`src/rtl/mfr_pkg.sv`:
```
package mfr_pkg;

    typedef enum logic [2:0] {
        CS_IDLE,
        CS_GATHER,
        CS_ARMED,
        CS_RUN,
        CS_ALIGN_FAULT,
        CS_CFG_FAULT
    } mfr_state_e;

endpackage

```
`src/rtl/mfr_phase_gen.sv`:
```
module mfr_phase_gen #(
    parameter int CNT_W = 8
) (
    input  logic             clk,
    input  logic             rst_n,
    input  logic             ref_i,
    input  logic             hold_i,
    input  logic [CNT_W-1:0] delay_i,
    input  logic [CNT_W-1:0] mf_len_i,
    output logic             lmfc_o
);

    logic [CNT_W-1:0] phase_q;
    logic [CNT_W-1:0] phase_d;
    logic             synced_q;
    logic             synced_d;

    always_comb begin
        if (ref_i) begin
            phase_d = '0;
        end else if (phase_q >= mf_len_i - CNT_W'(1)) begin
            phase_d = '0;
        end else begin
            phase_d = phase_q + CNT_W'(1);
        end
        synced_d = !hold_i && (synced_q || ref_i);
    end

    always_ff @(posedge clk) begin
        if (!rst_n) begin
            phase_q  <= '0;
            synced_q <= 1'b0;
        end else begin
            phase_q  <= phase_d;
            synced_q <= synced_d;
        end
    end

    always_ff @(posedge clk) begin
        if (!rst_n) begin
            lmfc_o <= 1'b0;
        end else begin
            lmfc_o <= synced_d && (phase_d == delay_i);
        end
    end


    lmfc_needs_sync_chk: assert property (@(posedge clk) disable iff (!rst_n)
        lmfc_o |-> synced_q);


    hold_quiets_lmfc_chk: assert property (@(posedge clk) disable iff (!rst_n)
        hold_i |=> !lmfc_o);

endmodule

```
`src/rtl/mfr_lane_fifo.sv`:
```
module mfr_lane_fifo #(
    parameter int DATA_W = 16,
    parameter int DEPTH  = 32
) (
    input  logic              clk,
    input  logic              rst_n,
    input  logic              flush_i,
    input  logic              wr_i,
    input  logic [DATA_W-1:0] wr_data_i,
    input  logic              rd_i,
    output logic [DATA_W-1:0] rd_data_o,
    output logic              empty_o,
    output logic              full_o
);

    localparam int PTR_W = (DEPTH > 1) ? $clog2(DEPTH) : 1;
    localparam int OCC_W = PTR_W + 1;

    logic [DATA_W-1:0] mem [DEPTH];
    logic [PTR_W-1:0]  wr_ptr_q;
    logic [PTR_W-1:0]  rd_ptr_q;
    logic [OCC_W-1:0]  occ_q;

    assign empty_o   = (occ_q == '0);
    assign full_o    = (occ_q == OCC_W'(DEPTH));
    assign rd_data_o = mem[rd_ptr_q];

    function automatic logic [PTR_W-1:0] bump(input logic [PTR_W-1:0] p);
        return (p == PTR_W'(DEPTH - 1)) ? '0 : p + PTR_W'(1);
    endfunction

    always_ff @(posedge clk) begin
        if (wr_i) begin
            mem[wr_ptr_q] <= wr_data_i;
        end
    end

    always_ff @(posedge clk) begin
        if (!rst_n || flush_i) begin
            wr_ptr_q <= '0;
            rd_ptr_q <= '0;
            occ_q    <= '0;
        end else begin
            if (wr_i) begin
                wr_ptr_q <= bump(wr_ptr_q);
            end
            if (rd_i) begin
                rd_ptr_q <= bump(rd_ptr_q);
            end
            unique case ({wr_i, rd_i})
                2'b10:   occ_q <= occ_q + OCC_W'(1);
                2'b01:   occ_q <= occ_q - OCC_W'(1);
                default: occ_q <= occ_q;
            endcase
        end
    end


    no_pop_empty_chk: assert property (@(posedge clk) disable iff (!rst_n)
        rd_i |-> !empty_o);

endmodule

```
`src/rtl/mfr_ctrl.sv`:
```
module mfr_ctrl
    import mfr_pkg::*;
#(
    parameter int LANES = 4,
    parameter int CNT_W = 8
) (
    input  logic             clk,
    input  logic             rst_n,
    input  logic [CNT_W-1:0] delay_i,
    input  logic [CNT_W-1:0] var_i,
    input  logic [CNT_W-1:0] mf_len_i,
    input  logic [LANES-1:0] lane_vld_i,
    input  logic [LANES-1:0] lane_full_i,
    input  logic [LANES-1:0] lane_empty_i,
    input  logic             lmfc_i,
    output logic             pop_o,
    output logic             flush_o,
    output logic             rd_vld_o,
    output logic             cfg_err_o,
    output logic             align_err_o
);

    localparam int SKEW_W = CNT_W + 1;

    mfr_state_e        state_q;
    mfr_state_e        state_d;
    logic [LANES-1:0]  seen_q;
    logic [SKEW_W-1:0] skew_q;
    logic              cfg_bad;
    logic              all_now;
    logic              any_vld;
    logic              any_empty;
    logic              overflow;
    logic              window_out;

    assign cfg_bad    = (mf_len_i < CNT_W'(2)) || (delay_i >= mf_len_i) ||
                        (var_i > mf_len_i);
    assign all_now    = &(seen_q | lane_vld_i);
    assign any_vld    = |lane_vld_i;
    assign any_empty  = |lane_empty_i;
    assign overflow   = |(lane_vld_i & lane_full_i);
    assign window_out = skew_q > {1'b0, var_i};

    always_comb begin
        state_d = state_q;
        unique case (state_q)
            CS_IDLE: begin
                if (cfg_err_o)      state_d = CS_CFG_FAULT;
                else if (overflow)  state_d = CS_ALIGN_FAULT;
                else if (all_now)   state_d = CS_ARMED;
                else if (any_vld)   state_d = CS_GATHER;
            end
            CS_GATHER: begin
                if (cfg_err_o)       state_d = CS_CFG_FAULT;
                else if (overflow)   state_d = CS_ALIGN_FAULT;
                else if (window_out) state_d = CS_ALIGN_FAULT;
                else if (all_now)    state_d = CS_ARMED;
            end
            CS_ARMED: begin
                if (cfg_err_o)      state_d = CS_CFG_FAULT;
                else if (overflow)  state_d = CS_ALIGN_FAULT;
                else if (lmfc_i)    state_d = CS_RUN;
            end
            CS_RUN: begin
                if (cfg_err_o)                   state_d = CS_CFG_FAULT;
                else if (overflow || any_empty)  state_d = CS_ALIGN_FAULT;
            end
            CS_ALIGN_FAULT: begin
                state_d = CS_ALIGN_FAULT;
            end
            CS_CFG_FAULT: begin
                if (!cfg_err_o)     state_d = CS_IDLE;
            end
            default: begin
                state_d = CS_IDLE;
            end
        endcase
    end

    always_ff @(posedge clk) begin
        if (!rst_n) begin
            state_q <= CS_IDLE;
            seen_q  <= '0;
            skew_q  <= '0;
        end else begin
            state_q <= state_d;
            unique case (state_q)
                CS_IDLE: begin
                    seen_q <= seen_q | lane_vld_i;
                    skew_q <= SKEW_W'(1);
                end
                CS_GATHER: begin
                    seen_q <= seen_q | lane_vld_i;
                    if (!(&skew_q)) skew_q <= skew_q + SKEW_W'(1);
                end
                CS_CFG_FAULT: begin
                    seen_q <= '0;
                    skew_q <= '0;
                end
                default: begin
                    seen_q <= seen_q;
                    skew_q <= skew_q;
                end
            endcase
        end
    end

    assign pop_o   = (state_q == CS_RUN) && !any_empty && !cfg_err_o;
    assign flush_o = (state_q == CS_CFG_FAULT) || (state_q == CS_ALIGN_FAULT);

    always_ff @(posedge clk) begin
        if (!rst_n) begin
            cfg_err_o   <= 1'b0;
            rd_vld_o    <= 1'b0;
            align_err_o <= 1'b0;
        end else begin
            cfg_err_o   <= cfg_bad;
            rd_vld_o    <= pop_o;
            align_err_o <= (state_d == CS_ALIGN_FAULT);
        end
    end


    release_on_boundary_chk: assert property (@(posedge clk) disable iff (!rst_n)
        $rose(rd_vld_o) |-> $past(lmfc_i, 2));


    err_sticky_chk: assert property (@(posedge clk) disable iff (!rst_n)
        align_err_o |=> (align_err_o && !rd_vld_o));


    cfg_quiets_read_chk: assert property (@(posedge clk) disable iff (!rst_n)
        cfg_err_o |=> !rd_vld_o);

endmodule

```
`src/rtl/mf_release.sv`:
```
module mf_release #(
    parameter int LANES      = 4,
    parameter int DATA_W     = 16,
    parameter int FIFO_DEPTH = 32,
    parameter int CNT_W      = 8
) (
    input  logic                    clk,
    input  logic                    rst_n,
    input  logic                    ref_mf_i,
    input  logic [CNT_W-1:0]        delay_i,
    input  logic [CNT_W-1:0]        var_i,
    input  logic [CNT_W-1:0]        mf_len_i,
    input  logic [LANES-1:0]        lane_vld_i,
    input  logic [LANES*DATA_W-1:0] lane_data_i,
    output logic                    lmfc_o,
    output logic                    rd_vld_o,
    output logic [LANES*DATA_W-1:0] rd_data_o,
    output logic                    cfg_err_o,
    output logic                    align_err_o
);

    logic [LANES-1:0] full_w;
    logic [LANES-1:0] empty_w;
    logic             pop_w;
    logic             flush_w;

    mfr_phase_gen #(
        .CNT_W (CNT_W)
    ) u_phase (
        .clk      (clk),
        .rst_n    (rst_n),
        .ref_i    (ref_mf_i),
        .hold_i   (cfg_err_o),
        .delay_i  (delay_i),
        .mf_len_i (mf_len_i),
        .lmfc_o   (lmfc_o)
    );

    mfr_ctrl #(
        .LANES (LANES),
        .CNT_W (CNT_W)
    ) u_ctrl (
        .clk          (clk),
        .rst_n        (rst_n),
        .delay_i      (delay_i),
        .var_i        (var_i),
        .mf_len_i     (mf_len_i),
        .lane_vld_i   (lane_vld_i),
        .lane_full_i  (full_w),
        .lane_empty_i (empty_w),
        .lmfc_i       (lmfc_o),
        .pop_o        (pop_w),
        .flush_o      (flush_w),
        .rd_vld_o     (rd_vld_o),
        .cfg_err_o    (cfg_err_o),
        .align_err_o  (align_err_o)
    );

    for (genvar g = 0; g < LANES; g++) begin : g_lane
        logic [DATA_W-1:0] head_w;
        logic              wr_w;

        assign wr_w = lane_vld_i[g] && !full_w[g] && !flush_w;

        mfr_lane_fifo #(
            .DATA_W (DATA_W),
            .DEPTH  (FIFO_DEPTH)
        ) u_fifo (
            .clk       (clk),
            .rst_n     (rst_n),
            .flush_i   (flush_w),
            .wr_i      (wr_w),
            .wr_data_i (lane_data_i[g*DATA_W +: DATA_W]),
            .rd_i      (pop_w),
            .rd_data_o (head_w),
            .empty_o   (empty_w[g]),
            .full_o    (full_w[g])
        );

        always_ff @(posedge clk) begin
            if (!rst_n) begin
                rd_data_o[g*DATA_W +: DATA_W] <= '0;
            end else begin
                rd_data_o[g*DATA_W +: DATA_W] <= pop_w ? head_w : '0;
            end
        end
    end

endmodule

```
`config.mk`:
```
export PLATFORM = sky130hd
export DESIGN_NAME = mf_release
export DESIGN_NICKNAME = d
export VERILOG_FILES = /design/src/rtl/mfr_pkg.sv /design/src/rtl/mfr_phase_gen.sv /design/src/rtl/mfr_lane_fifo.sv /design/src/rtl/mfr_ctrl.sv /design/src/rtl/mf_release.sv
export SDC_FILE = /design/constraint.sdc
export NUM_CORES = 2
export LEC_CHECK = 0
export ABC_AREA = 1
export CAP_MARGIN = 10
export CORE_MARGIN = 3
export CORE_UTILIZATION = 59
export CTS_CLUSTER_DIAMETER = 50
export DETAILED_ROUTE_END_ITERATION = 8
export PLACE_DENSITY = 0.76
export SLEW_MARGIN = 10
export SYNTH_ARGS = -nofsm -noshare
export SYNTH_HDL_FRONTEND = slang
export SYNTH_SLANG_ARGS = --single-unit
```
`constraint.sdc`:
```
create_clock -name clk -period 3.93 [get_ports clk]
set_clock_uncertainty 0.05 [all_clocks]
set_input_delay 0.9825 -clock clk [delete_from_list [all_inputs] [get_ports clk]]
set_output_delay 0.9825 -clock clk [all_outputs]
set_load 0.02 [all_outputs]
```
==> summary.txt <==
Clock network
  – Worst-case clock buffer depth: 3
  – H-tree depth: 4
  – Clock transition at path regs: approximately 60 ps
  – Clock latency on the worst-skew pair: 840 ps
  – Number of clock sinks: between 2,000 and 2,500
  – TritonCTS clock tree: yes
  – Post-CTS setup buffer count: 0
  – Post-cts sizing count: 0
  – Clk root buf: clkbuf_16
  – # hold bufs at CTS: 0
  – Total CTS buffers: 217

Power
  – Peak supply drop: 0.462 mV
  – Leak: 35.6 nW
  – Power Dens Cells: ~490 nW/µm²

Cells and area
  – Finished Layout Cells: 9,526
  – P&R area growth vs syn: 12.8%
  – Share of cells above drive strength 1: 0.0952
  – Commonest non-fill, non-tap cell in the layout: edfxtp_1
  – Fin util: 0.675
  – Commonest cells after routing, fill and taps aside: edfxtp_1, nand2_1, nor2_1
  – # fillers: about 10,000
  – Nets: 7,520

GRT
  – Largest net degree at the start of global routing: 232
  – Tot GR Track Use: 0.276
  – First-pass GRT wire length: 331 mm
  – Antenna violations before repair: 4
  – GRT overflow: 0
  – Vias in the first global route: 56,400

Critical path
  – CP delay by family, top: buffers and inverters
  – Startpoint types: flop
  – Data arrival, critical path: around 2000 ps
  – CP cell instances: clkdlybuf4s50_1
  – Crit path largest cell delay: 690 ps
  – CP Capture Type: output port
  – CP Max Fanout: 1
  – Depth of the worst register-to-register path: 19
  – CP Class: reg2out
  – Critical Path RT: 2900 ps
  – Slowest stage cell, crit path: clkdlybuf4s50_1
  – Worst Path Buf+Inv: 1
  – Critical Path Stages: 1

Synthesis
  – Synthesized Nets: between 7,000 and 8,000
  – Main combinational cell family by area after synthesis: simple AND/OR/NAND/NOR gates
  – EDFF count, synth: 2,048
  – Flops & latches, synth: 2,205
  – Post-synthesis sequential area ratio: 0.726
  – Largest area contributor in the synthesized netlist: edfxtp_1
  – Post-synthesis compound-gate area fraction: 0.105
  – Primary FF master, synth: edfxtp_1
  – Post-Synth Simple-Gate Area: 0.116
  – Synth warn: 0
  – Largest cells by area after synthesis: edfxtp_1, nand2_1, nor2_1
  – Post-Synth Adder-Cell Area: 0.0127
  – Synth unique cells: between 40 and 50
  – Async S/R FF share, synth: 0
  – Area share of the largest cell type after synthesis: 0.691
  – Mux cell area share after synthesis: 0
  – Synthesized area per cell: 12.5 µm²
  – Area of the mapped netlist: 89,000 µm²
  – Syn Inst Count: about 7,100
  – Xor/xnor share of the synthesized area: 0.00216

Detailed routing
  – DR iter-0 viols: 6,979
  – Vias per cell: 6.13
  – Final ANT Viol Nets: 0
  – Post-route DRC: 2
  – Vias: slightly below 60,000
  – Drt first pass iters: 9
  – WL/cell: 22.9 µm
  – DRT Wirelength: 218 mm

STA
  – RSZ-0062 raised after global routing: no
  – Final worst-path cycle share: 0.781
  – Worst Hold Slack: 410 ps
  – Final Hold Viols: 0
  – Final slew viol count: 0
  – Fmax: between 0.3 and 0.4 GHz
  – Setup TNS: 0 ps
  – Worst rel slew slack: 0.231
  – Final setup margin: 861 ps
  – Min Tclk post-route: between 3000 and 4000 ps
  – Setup-failing EPs final: 0
  – Worst slew pin tran: ~1200 ps

Placed design
  – Dpl cells: 9,120
  – Placer Congestion: 0.864
  – Dpl hpwl: around 120 mm
  – IO buf count: 162
  – Placement Setup Slack: approximately 140 ps

Status
  – Failing checks: DRC
  – Status: finished, violations left

Floorplan
  – DIE HEIGHT: 394 µm
  – Core Region: 149,000 µm²
  – Effective utilization at floorplan: 0.599
  – Ports: 163
  – Die Area: 156,000 µm²
  – Die Wd: roughly 390 µm
  – # rows: ~140

Min path
  – Hold path depth: 2
  – Min-Delay Path Class: reg2reg

Flow run
  – Max cap viols: 0
power breakdown:
group          internal (W)  switching [W]
sequential           0.0260       0.000164
combinational      0.000621        0.00160
clock                0.0117        0.00872
metrics by stage:
stage / total power (W) / cell area, µm²
5_1_grt: 0.0502 / 100000
2_1_floorplan: 0.0278 / 89000
4_1_cts: 0.0490 / 100000
3_3_place_gp: 0.0288 / 93300
6_report: 0.0488 / 100000
3_5_place_dp: 0.0289 / 93300
per-layer routing:
| metal | share of wire | GRT usage |
|---|---|---|
| met1 | 0.38 | 0.380 |
| met3 | 0.099 | 0.0480 |
| met4 | 0.036 | 0.105 |
| met5 | 0.000064 | 0 |
| met2 | 0.48 | 0.443 |
final cells by class:
cell class | instances | area, µm² | area share
Tap cell | 2002 | 2500 | 0.0250
Clock inverter | 115 | 1110 | 0.0110
Timing Repair Buffer | 444 | 3880 | 0.0386
Multi-Input combinational cell | 4164 | 21000 | 0.210
Antenna cell | 2 | 5.00 | 0.0000499
Inverter | 305 | 1180 | 0.0118
Sequential cell | 2205 | 64700 | 0.644
Clock buffer | 289 | 6000 | 0.0597
cell usage after synthesis (30+ instances only):
cell type and count:
edfxtp_1 2048, nand2_1 1017, nor2_1 931, o21ai_0 677
nand3_1 459, a21oi_1 451, inv_1 263, o221ai_1 256
buf_2 167, clkbuf_1 166, dfxtp_1 157, a221oi_1 124
ha_1 84, buf_4 56, nor3_1 32, buf_6 30
cell families (layout without fill, tap and decap cells):
family,count (synthesis),after routing
other,0,2
XOR/XNOR,22,22
AND/OR/NAND/NOR,2503,2503
flip-flops,2205,2205
AO/OA/AOI/OAI,1551,1551
buffers and inverters,731,1153
adder cells (fa/ha/maj),88,88
registers in the layout, indices dropped and copies added, names as in the netlist, 3 cells and up:
name	flops
rd_data_o	64
g_lane.u_fifo.wr_ptr_q	20
u_ctrl.skew_q	9
u_phase.phase_q	8
g_lane.u_fifo.rd_ptr_q	20
g_lane.u_fifo.occ_q	24
u_ctrl.seen_q	4
u_ctrl.state_q	3
g_lane.u_fifo.mem	2048
final timing paths:
path / start / to / slack, ps
max: rd_data_o[14] / rd_data_o[14] / 860
min: u_ctrl.seen_q[1] / u_ctrl.seen_q[1] / 410
max reg2reg: g_lane[2].u_fifo.occ_q[2] / g_lane[0].u_fifo.occ_q[5] / 920
min reg2reg: u_ctrl.seen_q[1] / u_ctrl.seen_q[1] / 410
Power figures use the tool's default switching activity.
